## src/rtl/sfr_pkg.sv

```systemverilog
package sfr_pkg;

    localparam int WORD_W = 32;
    localparam int BCNT_W = 6;

    typedef enum logic [1:0] {
        ST_IDLE  = 2'd0,
        ST_DELAY = 2'd1,
        ST_SHIFT = 2'd2
    } rx_state_e;

    // word length in bits for a length code; codes above 5 select 32
    function automatic logic [BCNT_W-1:0] wlen_bits(input logic [2:0] code);
        logic [BCNT_W-1:0] b;
        unique case (code)
            3'd0:    b = 6'd8;
            3'd1:    b = 6'd12;
            3'd2:    b = 6'd16;
            3'd3:    b = 6'd20;
            3'd4:    b = 6'd24;
            default: b = 6'd32;
        endcase
        return b;
    endfunction

endpackage

```

## src/rtl/sfr_ctrl.sv

```systemverilog
module sfr_ctrl
    import sfr_pkg::*;
#(
    parameter int WCNT_W = 7
) (
    input  logic              clk,
    input  logic              rst_n,
    input  logic              hold,
    input  logic              bit_en,
    input  logic              fsync,
    input  logic [2:0]        wlen_code,
    input  logic [1:0]        dly_code,
    input  logic              ignore_early,
    input  logic [WCNT_W-1:0] frame_words,
    output logic              shift_en,
    output logic              word_done,
    output logic              sync_err
);

    rx_state_e         state_q, state_n;
    logic [BCNT_W-1:0] bitcnt_q, bitcnt_n;
    logic [WCNT_W-1:0] wordcnt_q, wordcnt_n;
    logic [1:0]        dlycnt_q, dlycnt_n;
    logic              err_q, err_n;

    logic              tick, busy, start;
    logic [1:0]        dly_eff;
    logic [BCNT_W-1:0] wbits;

    always_comb begin
        tick    = bit_en & ~hold;
        busy    = (state_q != ST_IDLE);
        start   = tick & fsync & (~busy | ~ignore_early);
        dly_eff = (dly_code == 2'd3) ? 2'd2 : dly_code;
        wbits   = wlen_bits(wlen_code);
    end

    // next-state and output process
    always_comb begin
        state_n   = state_q;
        bitcnt_n  = bitcnt_q;
        wordcnt_n = wordcnt_q;
        dlycnt_n  = dlycnt_q;
        err_n     = err_q | (start & busy);
        shift_en  = 1'b0;
        word_done = 1'b0;
        if (start) begin
            wordcnt_n = '0;
            bitcnt_n  = '0;
            if (dly_eff == 2'd0) begin
                shift_en = 1'b1;
                bitcnt_n = 6'd1;
                state_n  = ST_SHIFT;
            end else begin
                dlycnt_n = 2'(dly_eff - 2'd1);
                state_n  = ST_DELAY;
            end
        end else if (tick) begin
            unique case (state_q)
                ST_IDLE: begin
                end
                ST_DELAY: begin
                    if (dlycnt_q == 2'd0) begin
                        shift_en = 1'b1;
                        bitcnt_n = 6'd1;
                        state_n  = ST_SHIFT;
                    end else begin
                        dlycnt_n = 2'(dlycnt_q - 2'd1);
                    end
                end
                ST_SHIFT: begin
                    shift_en = 1'b1;
                    if (6'(bitcnt_q + 6'd1) >= wbits) begin
                        word_done = 1'b1;
                        bitcnt_n  = '0;
                        if (wordcnt_q == frame_words) begin
                            wordcnt_n = '0;
                            state_n   = ST_IDLE;
                        end else begin
                            wordcnt_n = WCNT_W'(wordcnt_q + 1'b1);
                        end
                    end else begin
                        bitcnt_n = 6'(bitcnt_q + 6'd1);
                    end
                end
                default: state_n = ST_IDLE;
            endcase
        end
    end

    // state register process
    always_ff @(posedge clk or negedge rst_n) begin
        if (!rst_n) begin
            state_q   <= ST_IDLE;
            bitcnt_q  <= '0;
            wordcnt_q <= '0;
            dlycnt_q  <= '0;
            err_q     <= 1'b0;
        end else if (hold) begin
            state_q   <= ST_IDLE;
            bitcnt_q  <= '0;
            wordcnt_q <= '0;
            dlycnt_q  <= '0;
            err_q     <= 1'b0;
        end else begin
            state_q   <= state_n;
            bitcnt_q  <= bitcnt_n;
            wordcnt_q <= wordcnt_n;
            dlycnt_q  <= dlycnt_n;
            err_q     <= err_n;
        end
    end

    assign sync_err = err_q;

    AST_HOLD_IDLE: assert property (@(posedge clk) disable iff (!rst_n)
        hold |=> (state_q == ST_IDLE) && !err_q);
    AST_NO_SAMPLE_OFF_TICK: assert property (@(posedge clk) disable iff (!rst_n)
        !bit_en |-> !shift_en && !word_done);
    AST_BITCNT_RANGE: assert property (@(posedge clk) disable iff (!rst_n)
        bitcnt_q < 6'd32);
    AST_ERR_CAUSE: assert property (@(posedge clk) disable iff (!rst_n)
        $rose(err_q) |-> $past(fsync && bit_en && !ignore_early));
    AST_IDLE_NO_WORD: assert property (@(posedge clk) disable iff (!rst_n)
        (state_q == ST_IDLE) && !fsync |-> !word_done);

endmodule

```

## src/rtl/sfr_shifter.sv

```systemverilog
module sfr_shifter
    import sfr_pkg::*;
(
    input  logic              clk,
    input  logic              rst_n,
    input  logic              hold,
    input  logic              shift_en,
    input  logic              sdata,
    output logic [WORD_W-1:0] word_nxt
);

    logic [WORD_W-2:0] sr_q;

    assign word_nxt = {sr_q, sdata};

    always_ff @(posedge clk or negedge rst_n) begin
        if (!rst_n)
            sr_q <= '0;
        else if (hold)
            sr_q <= '0;
        else if (shift_en)
            sr_q <= word_nxt[WORD_W-2:0];
    end

endmodule

```

## src/rtl/sfr_readreg.sv

```systemverilog
module sfr_readreg
    import sfr_pkg::*;
(
    input  logic              clk,
    input  logic              rst_n,
    input  logic              hold,
    input  logic              load,
    input  logic [WORD_W-1:0] raw,
    input  logic [2:0]        wlen_code,
    input  logic [1:0]        just_code,
    input  logic              lsb_first,
    input  logic              rd_ack,
    output logic [WORD_W-1:0] rd_data,
    output logic              rd_ready
);

    logic [WORD_W-1:0] rev, mask, val, fmt;
    logic [BCNT_W-1:0] wbits;
    logic              sign;

    generate
        for (genvar i = 0; i < WORD_W; i++) begin : g_rev
            assign rev[i] = raw[WORD_W-1-i];
        end
    endgenerate

    always_comb begin
        wbits = wlen_bits(wlen_code);
        mask  = (32'h1 << wbits) - 32'h1;
        val   = raw & mask;
        sign  = raw[5'(wbits - 6'd1)];
        if ((wbits == 6'd32) && lsb_first) begin
            fmt = rev;
        end else begin
            unique case (just_code)
                2'd1:    fmt = sign ? (val | ~mask) : val;
                2'd2:    fmt = val << (6'd32 - wbits);
                default: fmt = val;
            endcase
        end
    end

    always_ff @(posedge clk or negedge rst_n) begin
        if (!rst_n) begin
            rd_data  <= '0;
            rd_ready <= 1'b0;
        end else if (hold) begin
            rd_data  <= '0;
            rd_ready <= 1'b0;
        end else if (load) begin
            rd_data  <= fmt;
            rd_ready <= 1'b1;
        end else if (rd_ack) begin
            rd_ready <= 1'b0;
        end
    end

    AST_READY_ON_LOAD: assert property (@(posedge clk) disable iff (!rst_n)
        load && !hold |=> rd_ready);
    AST_ACK_CLEARS: assert property (@(posedge clk) disable iff (!rst_n)
        rd_ack && !load && !hold |=> !rd_ready);
    AST_DATA_HELD: assert property (@(posedge clk) disable iff (!rst_n)
        !load && !hold |=> $stable(rd_data));

endmodule

```

## src/rtl/serial_frame_rx.sv

```systemverilog
module serial_frame_rx
    import sfr_pkg::*;
(
    input  logic        clk,
    input  logic        rst_n,
    input  logic        rx_hold,
    input  logic        bit_en,
    input  logic        sdata,
    input  logic        fsync,
    input  logic [2:0]  wlen_code,
    input  logic [1:0]  dly_code,
    input  logic        ignore_early,
    input  logic [1:0]  just_code,
    input  logic        lsb_first,
    input  logic [6:0]  frame_words,
    input  logic        rd_ack,
    output logic [31:0] rd_data,
    output logic        rd_ready,
    output logic        sync_err
);

    logic              shift_en, word_done;
    logic [WORD_W-1:0] word_nxt;

    sfr_ctrl #(.WCNT_W(7)) i_ctrl (
        .clk          (clk),
        .rst_n        (rst_n),
        .hold         (rx_hold),
        .bit_en       (bit_en),
        .fsync        (fsync),
        .wlen_code    (wlen_code),
        .dly_code     (dly_code),
        .ignore_early (ignore_early),
        .frame_words  (frame_words),
        .shift_en     (shift_en),
        .word_done    (word_done),
        .sync_err     (sync_err)
    );

    sfr_shifter i_shift (
        .clk      (clk),
        .rst_n    (rst_n),
        .hold     (rx_hold),
        .shift_en (shift_en),
        .sdata    (sdata),
        .word_nxt (word_nxt)
    );

    sfr_readreg i_rreg (
        .clk       (clk),
        .rst_n     (rst_n),
        .hold      (rx_hold),
        .load      (word_done),
        .raw       (word_nxt),
        .wlen_code (wlen_code),
        .just_code (just_code),
        .lsb_first (lsb_first),
        .rd_ack    (rd_ack),
        .rd_data   (rd_data),
        .rd_ready  (rd_ready)
    );

endmodule

```

## config.mk

```make
export PLATFORM = sky130hd
export DESIGN_NAME = serial_frame_rx
export DESIGN_NICKNAME = d
export VERILOG_FILES = /design/src/rtl/sfr_pkg.sv /design/src/rtl/sfr_ctrl.sv /design/src/rtl/sfr_shifter.sv /design/src/rtl/sfr_readreg.sv /design/src/rtl/serial_frame_rx.sv
export SDC_FILE = /design/constraint.sdc
export NUM_CORES = 1
export LEC_CHECK = 0
export BUFFER_PORTS_ARGS = -buffer_cell sky130_fd_sc_hd__buf_2
export CELL_PAD_IN_SITES_DETAIL_PLACEMENT = 1
export CELL_PAD_IN_SITES_GLOBAL_PLACEMENT = 2
export CORE_MARGIN = 1.5
export CORE_UTILIZATION = 39
export DETAILED_ROUTE_END_ITERATION = 16
export PLACE_DENSITY_LB_ADDON = 0.1
export REMOVE_ABC_BUFFERS = 1
export SYNTH_ARGS = -nofsm -noshare
export SYNTH_HDL_FRONTEND = slang
export SYNTH_SLANG_ARGS = --single-unit
```

## constraint.sdc

```tcl
create_clock -name clk -period 5.55 [get_ports clk]
set_input_delay 0.555 -clock clk [delete_from_list [all_inputs] [get_ports clk]]
set_output_delay 0.555 -clock clk [all_outputs]
set_load 0.1 [all_outputs]
```

Word-level counts from Yosys, hierarchy flattened

Index checks and enable logic that the tools add are counted.

Flip-flop bits (word level): 82
Bits of input ports: 23

Shift-type cells: 2
Add/sub/neg operators: 7
Mux-type cells: 51
Reduce and logical (&&, ||, !) cells: 18
Bitwise operators: 12
Equality and inequality tests: 17
Order comparisons: 2

Operators with widths:

| operator                                             | count |
|---|---|
| 2-to-1 mux 32 bit                                    | 4 |
| one-hot mux 32 bit (2 select lines)                  | 1 |
| 2-to-1 mux 31 bit                                    | 2 |
| 2-to-1 mux 7 bit                                     | 6 |
| bitwise AND 32 bit                                   | 1 |
| NOT 32 bit                                           | 1 |
| bitwise OR 32 bit                                    | 1 |
| << shifter 1 x 6 -> 32 bit (first input constant)    | 1 |
| << shifter 32 x 6 -> 32 bit                          | 1 |
| subtractor 32 x 1 -> 32 bit (second input constant)  | 1 |
| 2-to-1 mux 6 bit                                     | 5 |
| one-hot mux 6 bit (5 select lines)                   | 1 |
| 2-to-1 mux 2 bit                                     | 14 |
| nonzero test 3 bit                                   | 5 |
| 2-to-1 mux 1 bit                                     | 14 |
| != test 4 x 2 -> 1 bit (second input constant)       | 3 |
| one-hot mux 6 bit (2 select lines)                   | 1 |
| adder 7 x 1 -> 7 bit (second input constant)         | 1 |
| equality test 7 bit                                  | 1 |
| adder 6 x 1 -> 6 bit (second input constant)         | 1 |
| equality test 2 bit (second input constant)          | 3 |
| equality test 3 x 2 -> 1 bit (second input constant) | 2 |
| equality test 6 bit (second input constant)          | 1 |
| >= comparator 6 bit                                  | 1 |
| 23 further kinds                                     | 37 |

Longest topological paths before layout

Gate-level depths: netlist of run 1.

Depth in word-level cells: 11
Mapped depth: 16

Modules after synthesis

A second synthesis of run 1 with hierarchy kept.

Cell total of the unflattened synthesis: 768
Area, all modules: 6,408.6 sq um

Modules (own cells, without submodules):

| module      | cells an instance | area each (sq um) | seq. area each (sq um) | times used |
|---|---|---|---|---|
| sfr_readreg | 510               | 3,724.8           | 825.8                  | 1 |
| sfr_ctrl    | 157               | 1,391.3           | 450.4                  | 1 |
| sfr_shifter | 101               | 1,292.5           | 775.7                  | 1 |

Worst setup path before layout of run 1

Ideal clock, no wire load.

Path kind: input to register
Start point: input port wlen_code[0]
End point: register i_rreg.rd_data[26]
Stages: 13
Setup time: 0.128 ns
Path slack: 1.928 ns
Buffers on the path: 4
Data arrival time: 3.494 ns
Cells stage by stage: buf_2 nor2b_1 inv_1 clkbuf_1 buf_1 ha_1 or2_0 buf_6 a221o_2 a2111oi_4 nor3_1 o41ai_1 nand2_1

Longest elaborated chain between the ends: 11
Elaborated cells between the ends (all ways): 29
Those cells by class: add/sub (3); order compare (1); eq/ne (5); shift (2); mux (12); bitwise (3); reduce/logical (3)

RTL lines:

| element                                                             | RTL line              | text |
|---|---|---|
| from (decl)                                                         | serial_frame_rx.sv:10 | `input logic [2:0] wlen_code,` |
| equality test 3 bit (tied with other cells)                         | sfr_pkg.sv:15         | `unique case (code)` |
| one-hot mux 6 bit (5 select lines) *                                | sfr_pkg.sv:15         |  |
| branches (longest 9 deep; another with subtractor 32 x 1 -> 32 bit) | --                    |  |
| to (signal assigned)                                                | sfr_readreg.sv:51     | `rd_data <= fmt;` |
| to (decl)                                                           | sfr_readreg.sv:13     | `output logic [WORD_W-1:0] rd_data,` |

Mark *: on every way between the ends. The select of a mux whose other input is x is not followed.
A chain may end at the register's enable or synchronous reset.

Worst setup path after layout of run 1

Start point: input port wlen_code[2]
End point: register i_rreg.rd_data[5]

Same word-level chain as after synthesis.

==> results of run 1 <==
through the flow:
stage                 util  instance area [sq um]  power, mW
finish              0.4473                   6775      1.621
global route        0.4473                   6775      1.680
CTS                 0.4473                   6775      1.621
detailed placement  0.4275                   6475     0.9840
global placement    0.4275                   6475     0.9798
floorplan                -                   5792     0.8372
cell type report:
cell class                 count  area (sq um)
inverter                      22         82.58
clock inverter                 5         61.31
clock buffer                  10         239.0
timing repair buffer          77         440.4
multi-input combinational    572          3665
tap                          188         235.2
sequential                    82          2052
fill                        1825          8371
cell usage in the layout, fill, tap and decap left out, types with 18 or more instances in the layout:
cell | Yosys | final
a31oi_1 | 23 | 23
nor2_1 | 57 | 57
buf_4 | 0 | 22
a21oi_1 | 53 | 53
and3_1 | 20 | 20
o21ai_0 | 61 | 61
buf_2 | 3 | 55
ha_1 | 18 | 18
dfrtp_1 | 82 | 82
nand3_1 | 25 | 25
nand2_1 | 73 | 73
a22o_1 | 38 | 38
inv_1 | 22 | 22
layer usage:
| layer | up-vias | part of all wire |
|---|---|---|
| met5 | - | 0 |
| met4 | 0 | 0.039 |
| met3 | 60 | 0.060 |
| met2 | 262 | 0.45 |
| met1 | 3186 | 0.45 |
| li1 | 2830 | - |
worst max-delay path, delay by kind of cell:
family                   cells  cell delay (ns)
buffers and inverters        5             1.36
AO/OA/AOI/OAI                3             0.93
AND/OR/NAND/NOR              3             0.91
adder cells (fa/ha/maj)      1             0.40
state kept, by name, indices dropped and copies added (netlist names):
name and cells:
i_rreg.rd_data 32, i_shift.sr_q 31, i_ctrl.state_q 2, i_ctrl.wordcnt_q 7, i_ctrl.bitcnt_q 6, i_rreg.rd_ready 1
i_ctrl.sync_err 1, i_ctrl.dlycnt_q 2
logic make-up (layout without fill, tap and decap cells):
group,Yosys count,count (layout),synth area share
buf+inv,87,114,0.05587
fa+ha+maj,18,18,0.03724
mux,12,12,0.02069
xor+xnor,15,15,0.02172
flops,82,82,0.3393
compound gates,289,289,0.3338
simple gates,238,238,0.1914
final timing paths:
path | to | slack (ns)
max | i_rreg.rd_data[5] | 1.56
min | i_shift.sr_q[21] | 0.34
max reg2reg | i_rreg.rd_data[5] | 1.81
min reg2reg | i_rreg.rd_data[3] | 0.47
max in group asynchronous | i_rreg.rd_data[26] | 4.41
min in group clk | i_rreg.rd_ready | 0.42
power by group through the flow:
stage               clock [mW]  sequential [mW]  combinational (mW)
finish                   0.637            0.621               0.362
global route             0.666            0.623               0.391
CTS                      0.646            0.621               0.354
detailed placement           0            0.632               0.352
global placement             0            0.632               0.348
floorplan                    0            0.636               0.202
==> results.py, run 1 <==
metrics = {
    "power_and_ir_drop": {
        "pwr-share-comb": 0.224,
        "seqPwrFrac": 0.383,
        "sw_frac_of_total": 0.3384,
        "p_per_area_nw_per_um2": 239.3,
        "irDropWorstVdd_uv": 147.8,
        "internal_power_mw": 1.072,
        "p_leak_nw": 2.986,
        "p_sw_mw": 0.5487,
        "power.share.clock": 0.393,
    },
    "yosys": {
        "ys_top_cells_by_count": "dfrtp_1 (82), nand2_1 (73), o21ai_0 (61)",
        "async_flop_share": 1.000,
        "yosys.area.top_type": "dfrtp_1",
        "avgSynthCellArea_sq_um": 8.161,
        "netlist-cell-type-count": 66,
        "yosysWarningCount": 0,
        "yosys-top-cells-area": "dfrtp_1 (34%), a22o_1 (5.5%), o21ai_0 (5.0%)",
        "synth_seq_area_share": 0.3393,
        "synth_top_area_frac": 0.3393,
        "yosysMostFrequentCell": "dfrtp_1",
        "synth-main-ff-cell": "dfrtp_1",
        "ys_ff_latch": 82,
        "synth_edf_count": 0,
        "synthCells": 741,
        "synth_area_sq_um": 6047,
    },
    "grt": {
        "use_met2": 0.5132,
        "use_met1": 0.4483,
        "antenna_found_initial": 0,
        "use_met3": 0.04271,
        "busiest_layer": "met2",
        "grt_pass1_vias": 6277,
        "grt.total_usage": 0.3274,
        "grt_pass1_wl_mm": 39.71,
        "gr-total-overflow": 0,
        "grt_max_degree": 83,
    },
    "floorplan": {
        "dieArea_sq_um": 16260,
        "design.core.area_sq_um": 15150,
        "die_w_um": 127.5,
        "num_io_pins": 57,
        "rows": 45,
        "die_y_um": 127.5,
        "start_util": 0.3993,
    },
    "worst_setup_path": {
        "critical_path.max_stage_delay_ns": 0.67,
        "r2r-start": "i_ctrl.bitcnt_q[0]",
        "end_kind": "flop",
        "worstPathRequired_ns": 5.72,
        "crit_fanout": 23,
        "crit_arrival_ns": 4.16,
        "crit_type": "in -> reg",
        "worstPathCellList": "buf_2, inv_1, nor2_1, buf_4, inv_1, ha_1, nand3_1, o221ai_1, nand2_1, buf_4, a31oi_1, o311ai_0",
        "cp-startpoint": "wlen_code[2]",
        "startpoint_type": "input pin",
        "worst_path_max_delay_cell": "nand2_1",
        "reg2regPathDepth": 10,
    },
    "clock_tree": {
        "cts_resized": 0,
        "cts-htree-levels": 3,
        "postCtsHoldBufs": 0,
        "clock_sinks": 82,
        "cts_root_buf": "clkbuf_16",
        "cts_made_buffers": 9,
        "post_cts_buffers": 0,
        "clock_path_buffers": 2,
        "clk_pin_slew_worst_paths_ns": 0.07,
        "insertion_delay_ns": 0.36,
        "cts_tree": "built",
    },
    "timing": {
        "clock_skew_ns": 0.009844,
        "timing.final.crit_share": 0.7198,
        "fmax_ghz": 0.2503,
        "post-route-min-period_ns": 3.995,
        "tns_ns": 0,
        "finalSetupViolations": 0,
        "hold_viol": 0,
        "final_max_slew_viol_count": 0,
        "rsz0062_at_grt": "false",
        "slew_headroom": 0.2511,
        "setup_ws_ns": 1.555,
        "worstMarginPinSlew_ns": 1.123,
        "hold-worst-slack_ns": 0.3416,
    },
    "placed_design": {
        "dp_cells": 941,
        "dp_hpwl_mm": 18.10,
        "port_buffers": 56,
        "dp_worst_setup_slack_ns": 1.288,
        "gp_congestion": 1.004,
    },
    "drt": {
        "drt_pass1_iterations": 5,
        "postRouteAntennaNets": 0,
        "wire_per_inst_um": 27.02,
        "totalWireLength_mm": 25.83,
        "route.detailed.vias_per_inst": 6.630,
        "drtIter0Drc": 626,
        "vias": 6338,
        "drc": 0,
    },
    "final_layout": {
        "stdcell_count": 956,
        "drive_gt1_frac": 0.1367,
        "final_nets": 805,
        "n_antenna_cell": 0,
        "area_growth_pct": 12.04,
    },
    "run_status": {
        "status": "finished clean",
    },
    "min_path": {
        "hp-class": "in -> async",
    },
    "flow_run": {
        "maxCapViolCount": 0,
    },
}
Note: power is estimated with default switching activity, not from simulation.
==> run 2: changes to the inputs <==
--- a/config.mk
+++ b/config.mk
@@ -5,11 +5,12 @@
 export SDC_FILE = /design/constraint.sdc
 export NUM_CORES = 1
 export LEC_CHECK = 0
+export ABC_AREA = 1
 export BUFFER_PORTS_ARGS = -buffer_cell sky130_fd_sc_hd__buf_2
 export CELL_PAD_IN_SITES_DETAIL_PLACEMENT = 1
 export CELL_PAD_IN_SITES_GLOBAL_PLACEMENT = 2
 export CORE_MARGIN = 1.5
-export CORE_UTILIZATION = 39
+export CORE_UTILIZATION = 33
 export DETAILED_ROUTE_END_ITERATION = 16
 export PLACE_DENSITY_LB_ADDON = 0.1
 export REMOVE_ABC_BUFFERS = 1
==> constraint.sdc (replaced) <==
create_clock -name clk -period 4.2 [get_ports clk]
set_input_delay 0.42 -clock clk [delete_from_list [all_inputs] [get_ports clk]]
set_output_delay 0.42 -clock clk [all_outputs]
set_load 0.1 [all_outputs]
==> run 2 against run 1 <==
Against the previous run:
- power grew 36%
- highest routed layer unchanged
- worst setup slack got worse by 0.61 ns
- die area grew 18%
- critical path type unchanged
==> results.py, run 2 <==
metrics = {
    "run_status": {
        "status": "finished clean",
    },
    "worst_setup_path": {
        "crit_top_cell": "nand2_1",
        "startpoint_type": "input pin",
        "crit_end": "i_rreg.rd_data[24]",
        "path_delay_family": "simple AND/OR/NAND/NOR gates",
        "r2r-start": "i_ctrl.bitcnt_q[0]",
        "worst_path_max_delay_cell": "ha_1",
        "reg2reg_to": "i_rreg.rd_data[7]",
        "crit_arrival_ns": 3.54,
        "end_kind": "flop",
        "crit_type": "in -> reg",
        "ff2ff_setup_slack_ns": 1.13,
        "critical_path.max_stage_delay_ns": 0.42,
        "cp-startpoint": "wlen_code[2]",
        "worstPathCellList": "buf_2, nand2_1, nand2_1, clkinv_1, nand2_1, ha_1, nand3_2, ha_1, nand2_1, xor2_1, nand2_1, nand2_1, nand3_1, nand2_1, nand2_1, nand2_1, nand2_1, nand2_1, nand2_1, nand2_1",
        "crit_buf_inv": 2,
        "reg2regPathDepth": 17,
        "crit_cells": 20,
        "worstPathRequired_ns": 4.49,
        "crit_fanout": 15,
    },
    "drt": {
        "totalWireLength_mm": 22.69,
        "drtIter0Drc": 378,
        "vias": 6326,
        "route.detailed.vias_per_inst": 5.168,
        "drt_pass1_iterations": 5,
        "postRouteAntennaNets": 0,
        "wire_per_inst_um": 18.54,
        "drc": 0,
    },
    "grt": {
        "grt_max_degree": 53,
        "gr-total-overflow": 0,
        "grt_pass1_wl_mm": 36.00,
        "grt.total_usage": 0.2400,
        "antenna_found_initial": 1,
        "grt_pass1_vias": 6331,
    },
    "floorplan": {
        "die_w_um": 138.3,
        "num_io_pins": 57,
        "die_y_um": 138.3,
        "rows": 49,
        "dieArea_sq_um": 19130,
        "design.core.area_sq_um": 17960,
        "start_util": 0.3364,
    },
    "yosys": {
        "avgSynthCellArea_sq_um": 6.375,
        "async_flop_share": 1.000,
        "yosysMostFrequentCell": "nand2_1",
        "synth_seq_area_share": 0.3395,
        "netlist-cell-type-count": 34,
        "synthCells": 948,
        "yosys-top-cells-area": "dfrtp_1 (34%), nand2_1 (19%), o21ai_0 (7.1%)",
        "ys_top_cells_by_count": "nand2_1 (305), inv_1 (109), o21ai_0 (86)",
        "synth_edf_count": 0,
        "synth_top_area_frac": 0.3395,
        "yosys.area.top_type": "dfrtp_1",
        "synth-main-ff-cell": "dfrtp_1",
        "ys_ff_latch": 82,
        "synth_area_sq_um": 6043,
        "yosysWarningCount": 0,
    },
    "clock_tree": {
        "cts_made_buffers": 9,
        "post_cts_buffers": 0,
        "insertion_delay_ns": 0.36,
        "postCtsHoldBufs": 0,
        "cts_root_buf": "clkbuf_16",
        "clock_sinks": 82,
        "clk_pin_slew_worst_paths_ns": 0.06,
        "cts-htree-levels": 3,
        "cts_tree": "built",
        "cts_resized": 0,
        "clock_path_buffers": 2,
    },
    "timing": {
        "rsz0062_at_grt": "false",
        "final_max_slew_viol_count": 0,
        "post-route-min-period_ns": 3.255,
        "worstMarginPinSlew_ns": 0.9086,
        "setup_ws_ns": 0.9452,
        "tns_ns": 0,
        "slew_headroom": 0.3936,
        "timing.final.crit_share": 0.7750,
        "hold_viol": 0,
        "fmax_ghz": 0.3072,
        "finalSetupViolations": 0,
        "clock_skew_ns": 0.01343,
    },
    "final_layout": {
        "layout_common_cells": "nand2_1 (305), inv_1 (109), o21ai_0 (86)",
        "n_antenna_cell": 0,
        "final_nets": 1031,
        "area_growth_pct": 14.12,
        "largest-register": "i_rreg.rd_data",
        "reg_top3": "i_rreg.rd_data (32), i_shift.sr_q (31), i_ctrl.wordcnt_q (7)",
        "drive_gt1_frac": 0.1085,
        "largest_register_ffs": 32,
        "final_common_cell": "nand2_1",
    },
    "power_and_ir_drop": {
        "p_leak_nw": 3.571,
        "irDropWorstVdd_uv": 194.8,
        "p_per_area_nw_per_um2": 320.8,
    },
    "placed_design": {
        "dp_worst_setup_slack_ns": 0.6222,
        "port_buffers": 56,
        "gp_congestion": 0.8757,
        "dp_hpwl_mm": 16.80,
    },
    "flow_run": {
        "maxCapViolCount": 0,
    },
    "min_path": {
        "hp-class": "in -> async",
    },
}
## run 2: cell types whose count changed in the layout (fill, tap and decap cells not counted), sizes merged, moves of 10 or more
cell / previous run / this run
a211oi: 12 / 2
o21ai: 63 / 102
o221ai: 13 / 0
nor2b: 14 / 0
a31oi: 23 / 2
nand2b: 11 / 0
nor2: 57 / 81
and3: 20 / 0
o22ai: 7 / 35
nand2: 73 / 309
a21oi: 54 / 64
a22o: 38 / 0
nand3: 25 / 51
inv: 24 / 112
## run 2: final cells by class
type	instances	area, sq um
well taps	229	286.5
clock inverters	5	63.81
clock buffers	11	242.7
multi-input cells	708	3390
fillers	2396	11070
inverters	115	431.7
repair buffers	74	430.4
flip-flops and latches	82	2052
## run 2: worst min path at each step
stage / to / slack, ns / from / cells after the start
finish: i_rreg.rd_data[15] / 0.09 / rst_n / 1
global route: i_rreg.rd_data[15] / 0.16 / rst_n / 1
CTS: i_rreg.rd_data[15] / 0.14 / rst_n / 1
detailed placement: i_rreg.rd_data[13] / 0.46 / i_rreg.rd_data[13] / 2
global placement: i_rreg.rd_data[13] / 0.46 / i_rreg.rd_data[13] / 2
floorplan: i_ctrl.bitcnt_q[0] / 0.12 / rst_n / 0
## run 2: cells by family after synthesis
family,Yosys count,share of synthesized area
and+or+nand+nor,456,0.3052
AOI/OAI and AO/OA,222,0.2006
buffers and inverters,158,0.1000
DFF,82,0.3395
adders and majority gates,18,0.03727
xor gates and xnor gates,12,0.01739
## run 2: report_power, final
part / total [mW] / leakage (nW) / internal (mW) / switching (mW)
Sequential: 0.838 / 1.14 / 0.812 / 0.0260
Clock: 0.839 / 0.146 / 0.481 / 0.358
Combinational: 0.535 / 2.29 / 0.151 / 0.384
Total: 2.21 / 3.57 / 1.44 / 0.768
## run 2: layer usage
metal  vias to the layer above  part of all wire  global-route usage
met1                      3034              0.48              0.3342
met3                        15             0.032             0.02702
met2                       122              0.47              0.3946
li1                       3155                 -                   -
met5                         -                 0                   0
met4                         0             0.014             0.06593
## run 2: per-stage QoR
step                cells  utilization  power, mW  instance area (sq um)  hold slack [ns]
floorplan             905            -      1.186                   5871           0.1244
global placement     1208       0.3669      1.388                   6590           0.4563
detailed placement   1208       0.3669      1.389                   6590           0.4608
CTS                  1224       0.3839      2.245                   6897           0.1392
global route         1224       0.3839      2.340                   6897           0.1571
finish               1224       0.3839      2.212                   6897          0.09136
## run 2: worst reg2reg max path: stages (launching register included)
cell	delay (ns)
dfrtp_1	0.42
nand3_1	0.14
nor2_1	0.11
nand2_1	0.07
xor2_1	0.19
inv_1	0.07
ha_1	0.29
a21oi_1	0.20
nand3_1	0.17
nand2_1	0.13
nor3_2	0.04
buf_4	0.17
inv_1	0.08
nand2_1	0.05
inv_1	0.47
buf_12	0.24
nand2_1	0.08
o21ai_0	0.08
